`config.mk`:
```
export PLATFORM = sky130hd
export DESIGN_NAME = cfd_timing_disc
export DESIGN_NICKNAME = d
export VERILOG_FILES = /design/src/rtl/cfd_pkg.sv /design/src/rtl/cfd_capture.sv /design/src/rtl/cfd_threshold.sv /design/src/rtl/cfd_divider.sv /design/src/rtl/cfd_timing_disc.sv
export SDC_FILE = /design/constraint.sdc
export NUM_CORES = 2
export LEC_CHECK = 0
export BUFFER_PORTS_ARGS = -buffer_cell sky130_fd_sc_hd__buf_2
export CAP_MARGIN = 20
export CORE_MARGIN = 1.5
export CORE_UTILIZATION = 52
export DETAILED_ROUTE_END_ITERATION = 6
export GPL_ROUTABILITY_DRIVEN = 0
export PLACE_DENSITY = 0.73
export REMOVE_ABC_BUFFERS = 1
export SLEW_MARGIN = 10
export SYNTH_ARGS = -nofsm -noshare
export SYNTH_HDL_FRONTEND = slang
export SYNTH_HIERARCHICAL = 1
export SYNTH_SLANG_ARGS = --single-unit
```
`constraint.sdc`:
```
create_clock -name clk -period 5.94 [get_ports clk]
set_input_delay 0.891 -clock clk [delete_from_list [all_inputs] [get_ports clk]]
set_output_delay 0.891 -clock clk [all_outputs]
set_load 0.01 [all_outputs]
```
`src/rtl/cfd_pkg.sv`:
```
package cfd_pkg;

    typedef enum logic [2:0] {
        ST_IDLE,
        ST_ACQ,
        ST_THR,
        ST_SCAN,
        ST_DIV,
        ST_DONE
    } cfd_state_e;

endpackage

```
`src/rtl/cfd_capture.sv`:
```
module cfd_capture #(
    parameter int SAMPLE_W = 12,
    parameter int DEPTH    = 64,
    parameter int BASE_N   = 8
) (
    input  logic                                   clk,
    input  logic                                   rst_n,
    input  logic                                   start,
    input  logic                                   wr_en,
    input  logic [SAMPLE_W-1:0]                    wr_data,
    input  logic [$clog2(DEPTH)-1:0]               rd_idx,
    output logic [SAMPLE_W-1:0]                    rd_data,
    output logic [$clog2(DEPTH):0]                 count,
    output logic [SAMPLE_W+$clog2(BASE_N)-1:0]     sum,
    output logic [SAMPLE_W-1:0]                    max_raw
);
    localparam int IW   = $clog2(DEPTH);
    localparam int CW   = IW + 1;
    localparam int SUMW = SAMPLE_W + $clog2(BASE_N);

    logic [SAMPLE_W-1:0] mem [DEPTH];
    logic                room;

    assign room    = (count < CW'(DEPTH));
    assign rd_data = mem[rd_idx];

    always_ff @(posedge clk or negedge rst_n) begin
        if (!rst_n) begin
            count   <= '0;
            sum     <= '0;
            max_raw <= '0;
        end else if (start) begin
            count   <= CW'(1);
            sum     <= SUMW'(wr_data);
            max_raw <= wr_data;
        end else if (wr_en && room) begin
            count <= count + 1'b1;
            if (count < CW'(BASE_N))
                sum <= sum + SUMW'(wr_data);
            if (wr_data > max_raw)
                max_raw <= wr_data;
        end
    end

    always_ff @(posedge clk) begin
        if (start)
            mem[0] <= wr_data;
        else if (wr_en && room)
            mem[count[IW-1:0]] <= wr_data;
    end

    assert_count_bound_R10: assert property (@(posedge clk) disable iff (!rst_n)
        count <= CW'(DEPTH));

    assert_full_holds_R10: assert property (@(posedge clk) disable iff (!rst_n)
        (count == CW'(DEPTH) && !start) |=> $stable(max_raw));

endmodule

```
`src/rtl/cfd_threshold.sv`:
```
module cfd_threshold #(
    parameter int SAMPLE_W   = 12,
    parameter int BASE_N     = 8,
    parameter int FRAC_W     = 8,
    parameter int SHIFT_MODE = 0,
    parameter int SHIFT_AMT  = 2
) (
    input  logic [SAMPLE_W+$clog2(BASE_N)-1:0] sum,
    input  logic [SAMPLE_W-1:0]                max_raw,
    input  logic [FRAC_W-1:0]                  frac,
    output logic [SAMPLE_W-1:0]                base,
    output logic [SAMPLE_W-1:0]                peak,
    output logic [SAMPLE_W-1:0]                thr
);
    localparam int LOGB = $clog2(BASE_N);
    localparam int PW   = SAMPLE_W + FRAC_W;

    assign base = sum[SAMPLE_W+LOGB-1:LOGB];
    assign peak = max_raw - base;

    generate
        if (SHIFT_MODE != 0) begin : g_shift
            logic [FRAC_W-1:0] frac_unused;
            assign frac_unused = frac;
            assign thr = peak >> SHIFT_AMT;
        end else begin : g_mult
            logic [PW-1:0] prod;
            assign prod = PW'(peak) * PW'(frac);
            assign thr  = prod[PW-1:FRAC_W];
        end
    endgenerate

endmodule

```
`src/rtl/cfd_divider.sv`:
```
module cfd_divider #(
    parameter int NW = 13,
    parameter int QW = 9
) (
    input  logic          clk,
    input  logic          rst_n,
    input  logic          start,
    input  logic [NW-1:0] num,
    input  logic [NW-1:0] den,
    output logic          done,
    output logic [QW-1:0] quot
);
    localparam int CNTW = $clog2(QW) + 1;

    logic [NW-1:0]   rem_q;
    logic [NW-1:0]   den_q;
    logic [QW-1:0]   q_q;
    logic [CNTW-1:0] cnt_q;
    logic            running_q;
    logic            done_q;
    logic [NW:0]     sh;

    // first step compares the numerator itself, later steps shift left
    always_comb begin
        if (cnt_q == '0)
            sh = {1'b0, rem_q};
        else
            sh = {rem_q, 1'b0};
    end

    always_ff @(posedge clk or negedge rst_n) begin
        if (!rst_n) begin
            rem_q     <= '0;
            den_q     <= '0;
            q_q       <= '0;
            cnt_q     <= '0;
            running_q <= 1'b0;
            done_q    <= 1'b0;
        end else if (start) begin
            rem_q     <= num;
            den_q     <= den;
            q_q       <= '0;
            cnt_q     <= '0;
            running_q <= 1'b1;
            done_q    <= 1'b0;
        end else if (running_q) begin
            if (sh >= {1'b0, den_q}) begin
                rem_q <= NW'(sh - {1'b0, den_q});
                q_q   <= {q_q[QW-2:0], 1'b1};
            end else begin
                rem_q <= sh[NW-1:0];
                q_q   <= {q_q[QW-2:0], 1'b0};
            end
            cnt_q <= cnt_q + 1'b1;
            if (cnt_q == CNTW'(QW-1)) begin
                running_q <= 1'b0;
                done_q    <= 1'b1;
            end
        end else begin
            done_q <= 1'b0;
        end
    end

    assign done = done_q;
    assign quot = q_q;

    assert_den_nonzero_R6: assert property (@(posedge clk) disable iff (!rst_n)
        running_q |-> (den_q != '0));

    assert_quot_range_R6: assert property (@(posedge clk) disable iff (!rst_n)
        done_q |-> (q_q <= QW'(1 << (QW-1))));

endmodule

```
`src/rtl/cfd_timing_disc.sv`:
```
module cfd_timing_disc
    import cfd_pkg::*;
#(
    parameter int SAMPLE_W   = 12,
    parameter int WIN_DEPTH  = 64,
    parameter int BASE_N     = 8,
    parameter int FRAC_W     = 8,
    parameter int SHIFT_MODE = 0,
    parameter int SHIFT_AMT  = 2
) (
    input  logic                                  clk,
    input  logic                                  rst_n,
    input  logic                                  in_valid,
    input  logic [SAMPLE_W-1:0]                   in_sample,
    input  logic                                  in_last,
    input  logic [FRAC_W-1:0]                     frac_mult,
    input  logic [SAMPLE_W-1:0]                   evt_level,
    output logic                                  t_valid,
    output logic                                  t_err,
    output logic [$clog2(WIN_DEPTH)+FRAC_W-1:0]   t_time
);
    localparam int IW   = $clog2(WIN_DEPTH);
    localparam int CW   = IW + 1;
    localparam int YW   = SAMPLE_W + 1;
    localparam int TW   = IW + FRAC_W;
    localparam int QW   = FRAC_W + 1;
    localparam int SUMW = SAMPLE_W + $clog2(BASE_N);

    cfd_state_e state_q, state_d;
    logic       err_q, err_d;

    logic [CW-1:0]          idx_q, cross_q, len_w, len_next, crossm1;
    logic signed [YW-1:0]   prev_q, cur, thr_s;
    logic [SAMPLE_W-1:0]    base_q, thr_q, base_use;
    logic [TW-1:0]          time_q;

    logic                   cap_start, cap_wr;
    logic [IW-1:0]          rd_idx;
    logic [SAMPLE_W-1:0]    rd_data, max_raw, base_w, peak_w, thr_w;
    logic [SUMW-1:0]        sum_w;
    logic                   hit, div_start, div_done;
    logic [YW-1:0]          num_w, den_w;
    logic [QW-1:0]          quot;

    assign cap_start = in_valid && (state_q == ST_IDLE);
    assign cap_wr    = in_valid && (state_q == ST_ACQ);
    assign rd_idx    = (state_q == ST_THR) ? IW'(BASE_N - 1) : idx_q[IW-1:0];

    cfd_capture #(.SAMPLE_W(SAMPLE_W), .DEPTH(WIN_DEPTH), .BASE_N(BASE_N)) u_cap (
        .clk(clk), .rst_n(rst_n), .start(cap_start), .wr_en(cap_wr),
        .wr_data(in_sample), .rd_idx(rd_idx), .rd_data(rd_data),
        .count(len_w), .sum(sum_w), .max_raw(max_raw)
    );

    cfd_threshold #(.SAMPLE_W(SAMPLE_W), .BASE_N(BASE_N), .FRAC_W(FRAC_W),
                    .SHIFT_MODE(SHIFT_MODE), .SHIFT_AMT(SHIFT_AMT)) u_thr (
        .sum(sum_w), .max_raw(max_raw), .frac(frac_mult),
        .base(base_w), .peak(peak_w), .thr(thr_w)
    );

    // baseline-corrected sample at the read pointer
    assign base_use = (state_q == ST_THR) ? base_w : base_q;
    assign cur      = $signed({1'b0, rd_data}) - $signed({1'b0, base_use});
    assign thr_s    = $signed({1'b0, thr_q});
    assign hit      = (prev_q < thr_s) && (cur >= thr_s);
    assign num_w    = $unsigned(thr_s - prev_q);
    assign den_w    = $unsigned(cur - prev_q);
    assign div_start = (state_q == ST_SCAN) && hit;
    assign len_next = (len_w < CW'(WIN_DEPTH)) ? len_w + 1'b1 : len_w;
    assign crossm1  = cross_q - 1'b1;

    cfd_divider #(.NW(YW), .QW(QW)) u_div (
        .clk(clk), .rst_n(rst_n), .start(div_start),
        .num(num_w), .den(den_w), .done(div_done), .quot(quot)
    );

    // next-state decision
    always_comb begin
        state_d = state_q;
        err_d   = err_q;
        unique case (state_q)
            ST_IDLE: if (in_valid) begin
                if (in_last) begin
                    state_d = ST_DONE;
                    err_d   = 1'b1;
                end else begin
                    state_d = ST_ACQ;
                end
            end
            ST_ACQ: if (in_valid && in_last) begin
                if (len_next <= CW'(BASE_N)) begin
                    state_d = ST_DONE;
                    err_d   = 1'b1;
                end else begin
                    state_d = ST_THR;
                end
            end
            ST_THR: begin
                if (peak_w < evt_level) begin
                    state_d = ST_DONE;
                    err_d   = 1'b1;
                end else begin
                    state_d = ST_SCAN;
                end
            end
            ST_SCAN: begin
                if (hit) begin
                    state_d = ST_DIV;
                end else if (idx_q == len_w - 1'b1) begin
                    state_d = ST_DONE;
                    err_d   = 1'b1;
                end
            end
            ST_DIV: if (div_done) begin
                state_d = ST_DONE;
                err_d   = 1'b0;
            end
            ST_DONE: begin
                state_d = ST_IDLE;
                err_d   = 1'b0;
            end
            default: state_d = ST_IDLE;
        endcase
    end

    // state register
    always_ff @(posedge clk or negedge rst_n) begin
        if (!rst_n) begin
            state_q <= ST_IDLE;
            err_q   <= 1'b0;
        end else begin
            state_q <= state_d;
            err_q   <= err_d;
        end
    end

    // datapath registers
    always_ff @(posedge clk or negedge rst_n) begin
        if (!rst_n) begin
            idx_q   <= '0;
            cross_q <= '0;
            prev_q  <= '0;
            base_q  <= '0;
            thr_q   <= '0;
            time_q  <= '0;
        end else begin
            unique case (state_q)
                ST_THR: begin
                    base_q <= base_w;
                    thr_q  <= thr_w;
                    prev_q <= cur;
                    idx_q  <= CW'(BASE_N);
                end
                ST_SCAN: begin
                    if (hit) begin
                        cross_q <= idx_q;
                    end else begin
                        prev_q <= cur;
                        idx_q  <= idx_q + 1'b1;
                    end
                end
                ST_DIV: if (div_done)
                    time_q <= {crossm1[IW-1:0], {FRAC_W{1'b0}}} + TW'(quot);
                default: ;
            endcase
        end
    end

    // outputs
    always_comb begin
        t_valid = (state_q == ST_DONE) && !err_q;
        t_err   = (state_q == ST_DONE) && err_q;
        t_time  = t_valid ? time_q : '0;
    end

    assert_exclusive_R9: assert property (@(posedge clk) disable iff (!rst_n)
        !(t_valid && t_err));

    assert_single_pulse_R9: assert property (@(posedge clk) disable iff (!rst_n)
        (t_valid || t_err) |=> !(t_valid || t_err));

    assert_scan_bounds_R5: assert property (@(posedge clk) disable iff (!rst_n)
        (state_q == ST_SCAN) |-> (idx_q >= CW'(BASE_N) && idx_q < len_w));

    assert_thr_le_peak_R4: assert property (@(posedge clk) disable iff (!rst_n)
        (state_q == ST_THR) |-> (thr_w <= peak_w));

    assert_div_to_valid_R9: assert property (@(posedge clk) disable iff (!rst_n)
        (state_q == ST_DIV && div_done) |=> t_valid);

endmodule

```
==> impl_metrics.py <==
metrics = {
    "sta": {
        "slew_headroom": 0.360,
        "setup_slack_ps": -475,
        "finalSetupViolCount": 73,
        "rsz0062_at_grt": "yes",
        "max_freq_ghz": 0.156,
        "slew_viol_final": 0,
        "period_needed_ps": 6410,
        "hold_viol_final": 0,
        "skew_ps": 59.3,
        "period_share": 1.08,
        "tightest_slew_ps": 957,
    },
    "cells_and_area": {
        "diodes": 0,
        "nFillCells": 5952,
        "fin_area_mm2": 0.0524,
        "multi_input_area_mm2": 0.0168,
        "layout-drive-gt1-share": 0.285,
        "finalNetCount": 3661,
        "seqCellArea_mm2": 0.0267,
        "syn_to_final_growth_pct": 18.9,
    },
    "clocking": {
        "clk_latency_ps": 700,
        "holdBufCountCts": 0,
        "cts.sinks": 912,
        "cts-root-buf": "clkbuf_16",
        "clock_path_buffers": 3,
        "cts_tree": "done",
        "htreeDepth": 3,
        "cts_made_buffers": 93,
        "clk_pin_slew_worst_paths_ps": 70,
    },
    "yosys": {
        "async_flop_share": 0.158,
        "synth_most_common_cell": "edfxtp_1",
        "ys_seq_area_frac": 0.605,
        "ys_warn_count": 6,
        "ys.flop_type": "edfxtp_1",
        "synth_area_mm2": 0.0441,
        "ys_top_cells_by_count": "edfxtp_1 (768), inv_1 (212), nand2_1 (205)",
        "synth_area_leaders": "edfxtp_1 (52%), mux4_2 (9.8%), dfrtp_1 (8.2%)",
        "synth_top_area_share": 0.523,
        "yosysTopAreaCell": "edfxtp_1",
        "ys_seq_elements": 912,
        "synth_cells": 3005,
        "synth-edff-count": 768,
        "avgSynthCellArea_um2": 14.7,
        "synthDistinctLibCells": 103,
    },
    "placement": {
        "dpl.hpwl_um": 78500,
        "io_buffer_count": 51,
        "placed_area_mm2": 0.0477,
    },
    "routing": {
        "wl_um": 117000,
        "drt_first_pass_iters": 6,
        "antenna_left": 0,
        "vias_per_cell": 6.10,
        "wl_per_cell_um": 25.2,
        "num_vias": 28200,
        "drcViolationCount": 0,
        "drt_iter0_markers": 3024,
    },
    "worst_hold_path": {
        "min-delay-path-class": "in -> async",
    },
    "setup_path": {
        "cp-start-kind": "flop",
        "crit_arrival_ps": 6940,
        "max_stage_delay_ps": 540,
        "crit_path_max_fanout": 6,
        "crit_type": "reg -> reg",
        "slowest_stage": "mux4_2",
        "critPathCaptureType": "flop",
        "worstPathRequired_ps": 6460,
    },
    "floorplan": {
        "die_h_um": 294,
        "coreArea_mm2": 0.0838,
        "die_w_um": 294,
        "die-area_mm2": 0.0866,
        "rows": 106,
        "start_util": 0.526,
        "pin_count": 52,
    },
    "grt": {
        "grt_pass1_wl_um": 174000,
        "grt_max_degree": 89,
        "grt_pass1_vias": 28800,
        "grtUsageTotal": 0.270,
        "overflow": 0,
        "antenna_found_initial": 1,
    },
    "flow_run": {
        "drv_cap": 0,
    },
    "status": {
        "outcome": "complete, but fails checks",
        "failed_checks": "negative setup slack",
    },
}
[kinds of logic after synthesis]
kind of cell,after synthesis,share of synthesized area
AO/OA/AOI/OAI,443,0.0663
flip-flops,912,0.605
adder cells (fa/ha/maj),219,0.0730
multiplexers,320,0.129
XOR/XNOR,80,0.0162
buffers and inverters,349,0.0345
AND/OR/NAND/NOR,682,0.0768
[per-layer routing]
layer,part of all wire,vias to the layer above,global-route usage
li1,-,12100,-
met1,0.37,14300,0.344
met2,0.50,1388,0.457
met3,0.082,285,0.0480
met4,0.046,0,0.115
met5,0,-,0
[sequential cells by signal (all words and copies together) (netlist names), 3 cells and up]
| name | flops |
|---|---|
| u_cap/mem | 768 |
| u_cap/sum | 15 |
| time_q | 14 |
| prev_q | 13 |
| u_div/den_q | 13 |
| u_div/rem_q | 13 |
| base_q | 12 |
| thr_q | 12 |
| u_cap/max_raw | 12 |
| u_div/quot | 9 |
| idx_q | 7 |
| u_cap/count | 7 |
| cross_q | 6 |
| u_div/cnt_q | 5 |
| state_q | 3 |
[worst paths after layout]
check                                start               to  slack, ps  cells after the start
max in group asynchronous            rst_n    u_div/quot[4]       4300                      2
worst min-delay path                 rst_n   u_cap/count[0]        330                      1
worst max-delay path            state_q[0]  u_div/rem_q[11]       -470                     32
worst max register to register  state_q[0]  u_div/rem_q[11]       -470                     32
worst min register to register   time_q[4]        time_q[4]        470                      2
min in group clk                 time_q[4]        time_q[4]        470                      2
[layout by cell type (no fill, tap or decap), types with 17 or more instances in the layout]
master	n
edfxtp_1	768
buf_4	332
inv_1	205
nand2_1	195
mux4_2	192
nor2_1	164
dfrtp_1	144
ha_1	140
clkbuf_16	93
a21oi_1	89
mux2i_1	77
o21ai_0	77
and2_1	62
fa_1	61
buf_2	50
xnor2_1	37
buf_6	37
mux2_2	36
nand3_1	35
o21ai_1	35
nor2b_1	33
xor2_1	33
nor3_1	31
o22ai_1	24
clkinv_2	24
a21o_1	22
o211ai_1	20
nand2b_1	19
a21oi_2	18
buf_12	18
and3_1	17
clkinv_1	17
[cell type report]
| type | instances | area share |
|---|---|---|
| well taps | 1134 | 0.0271 |
| repair buffers | 445 | 0.0705 |
| inverters | 213 | 0.0154 |
| clock inverters | 61 | 0.0112 |
| clock buffers | 112 | 0.0463 |
| flip-flops and latches | 912 | 0.509 |
| multi-input cells | 1744 | 0.321 |
[through the flow]
stage | cells | util | worst slack [ps] | setup TNS, ps | hold WS, ps
floorplan | 2869 | - | -8690 | -584880 | 437
global placement | 4380 | 0.569 | -668 | -30510 | 466
global route | 4621 | 0.625 | -592 | -28620 | 380
finish | 4621 | 0.625 | -475 | -17750 | 331
CTS | 4599 | 0.617 | -269 | -5240 | 340
detailed placement | 4385 | 0.569 | -878 | -44900 | 462
[critical path: cells and delay by family, from the launching register on]
family                   cells  cell delay, ps
AND/OR/NAND/NOR             10            1860
AO/OA/AOI/OAI               11            1760
buffers and inverters        7             980
multiplexers                 1             540
adder cells (fa/ha/maj)      2             540
flip-flops                   1             380
XOR/XNOR                     1             160
[timing repair]
action / 4_1_cts / 5_1_grt
setup buffers: 39 / 22
setup endpoints to repair: 81 / 81
cloned: 4 / 0
pin swaps: 35 / 56
resized for setup: 140 / 109
Power is left out: the tool's default activity adds up to more than one toggle a clock period on the data nets, which glitch-free logic cannot reach.
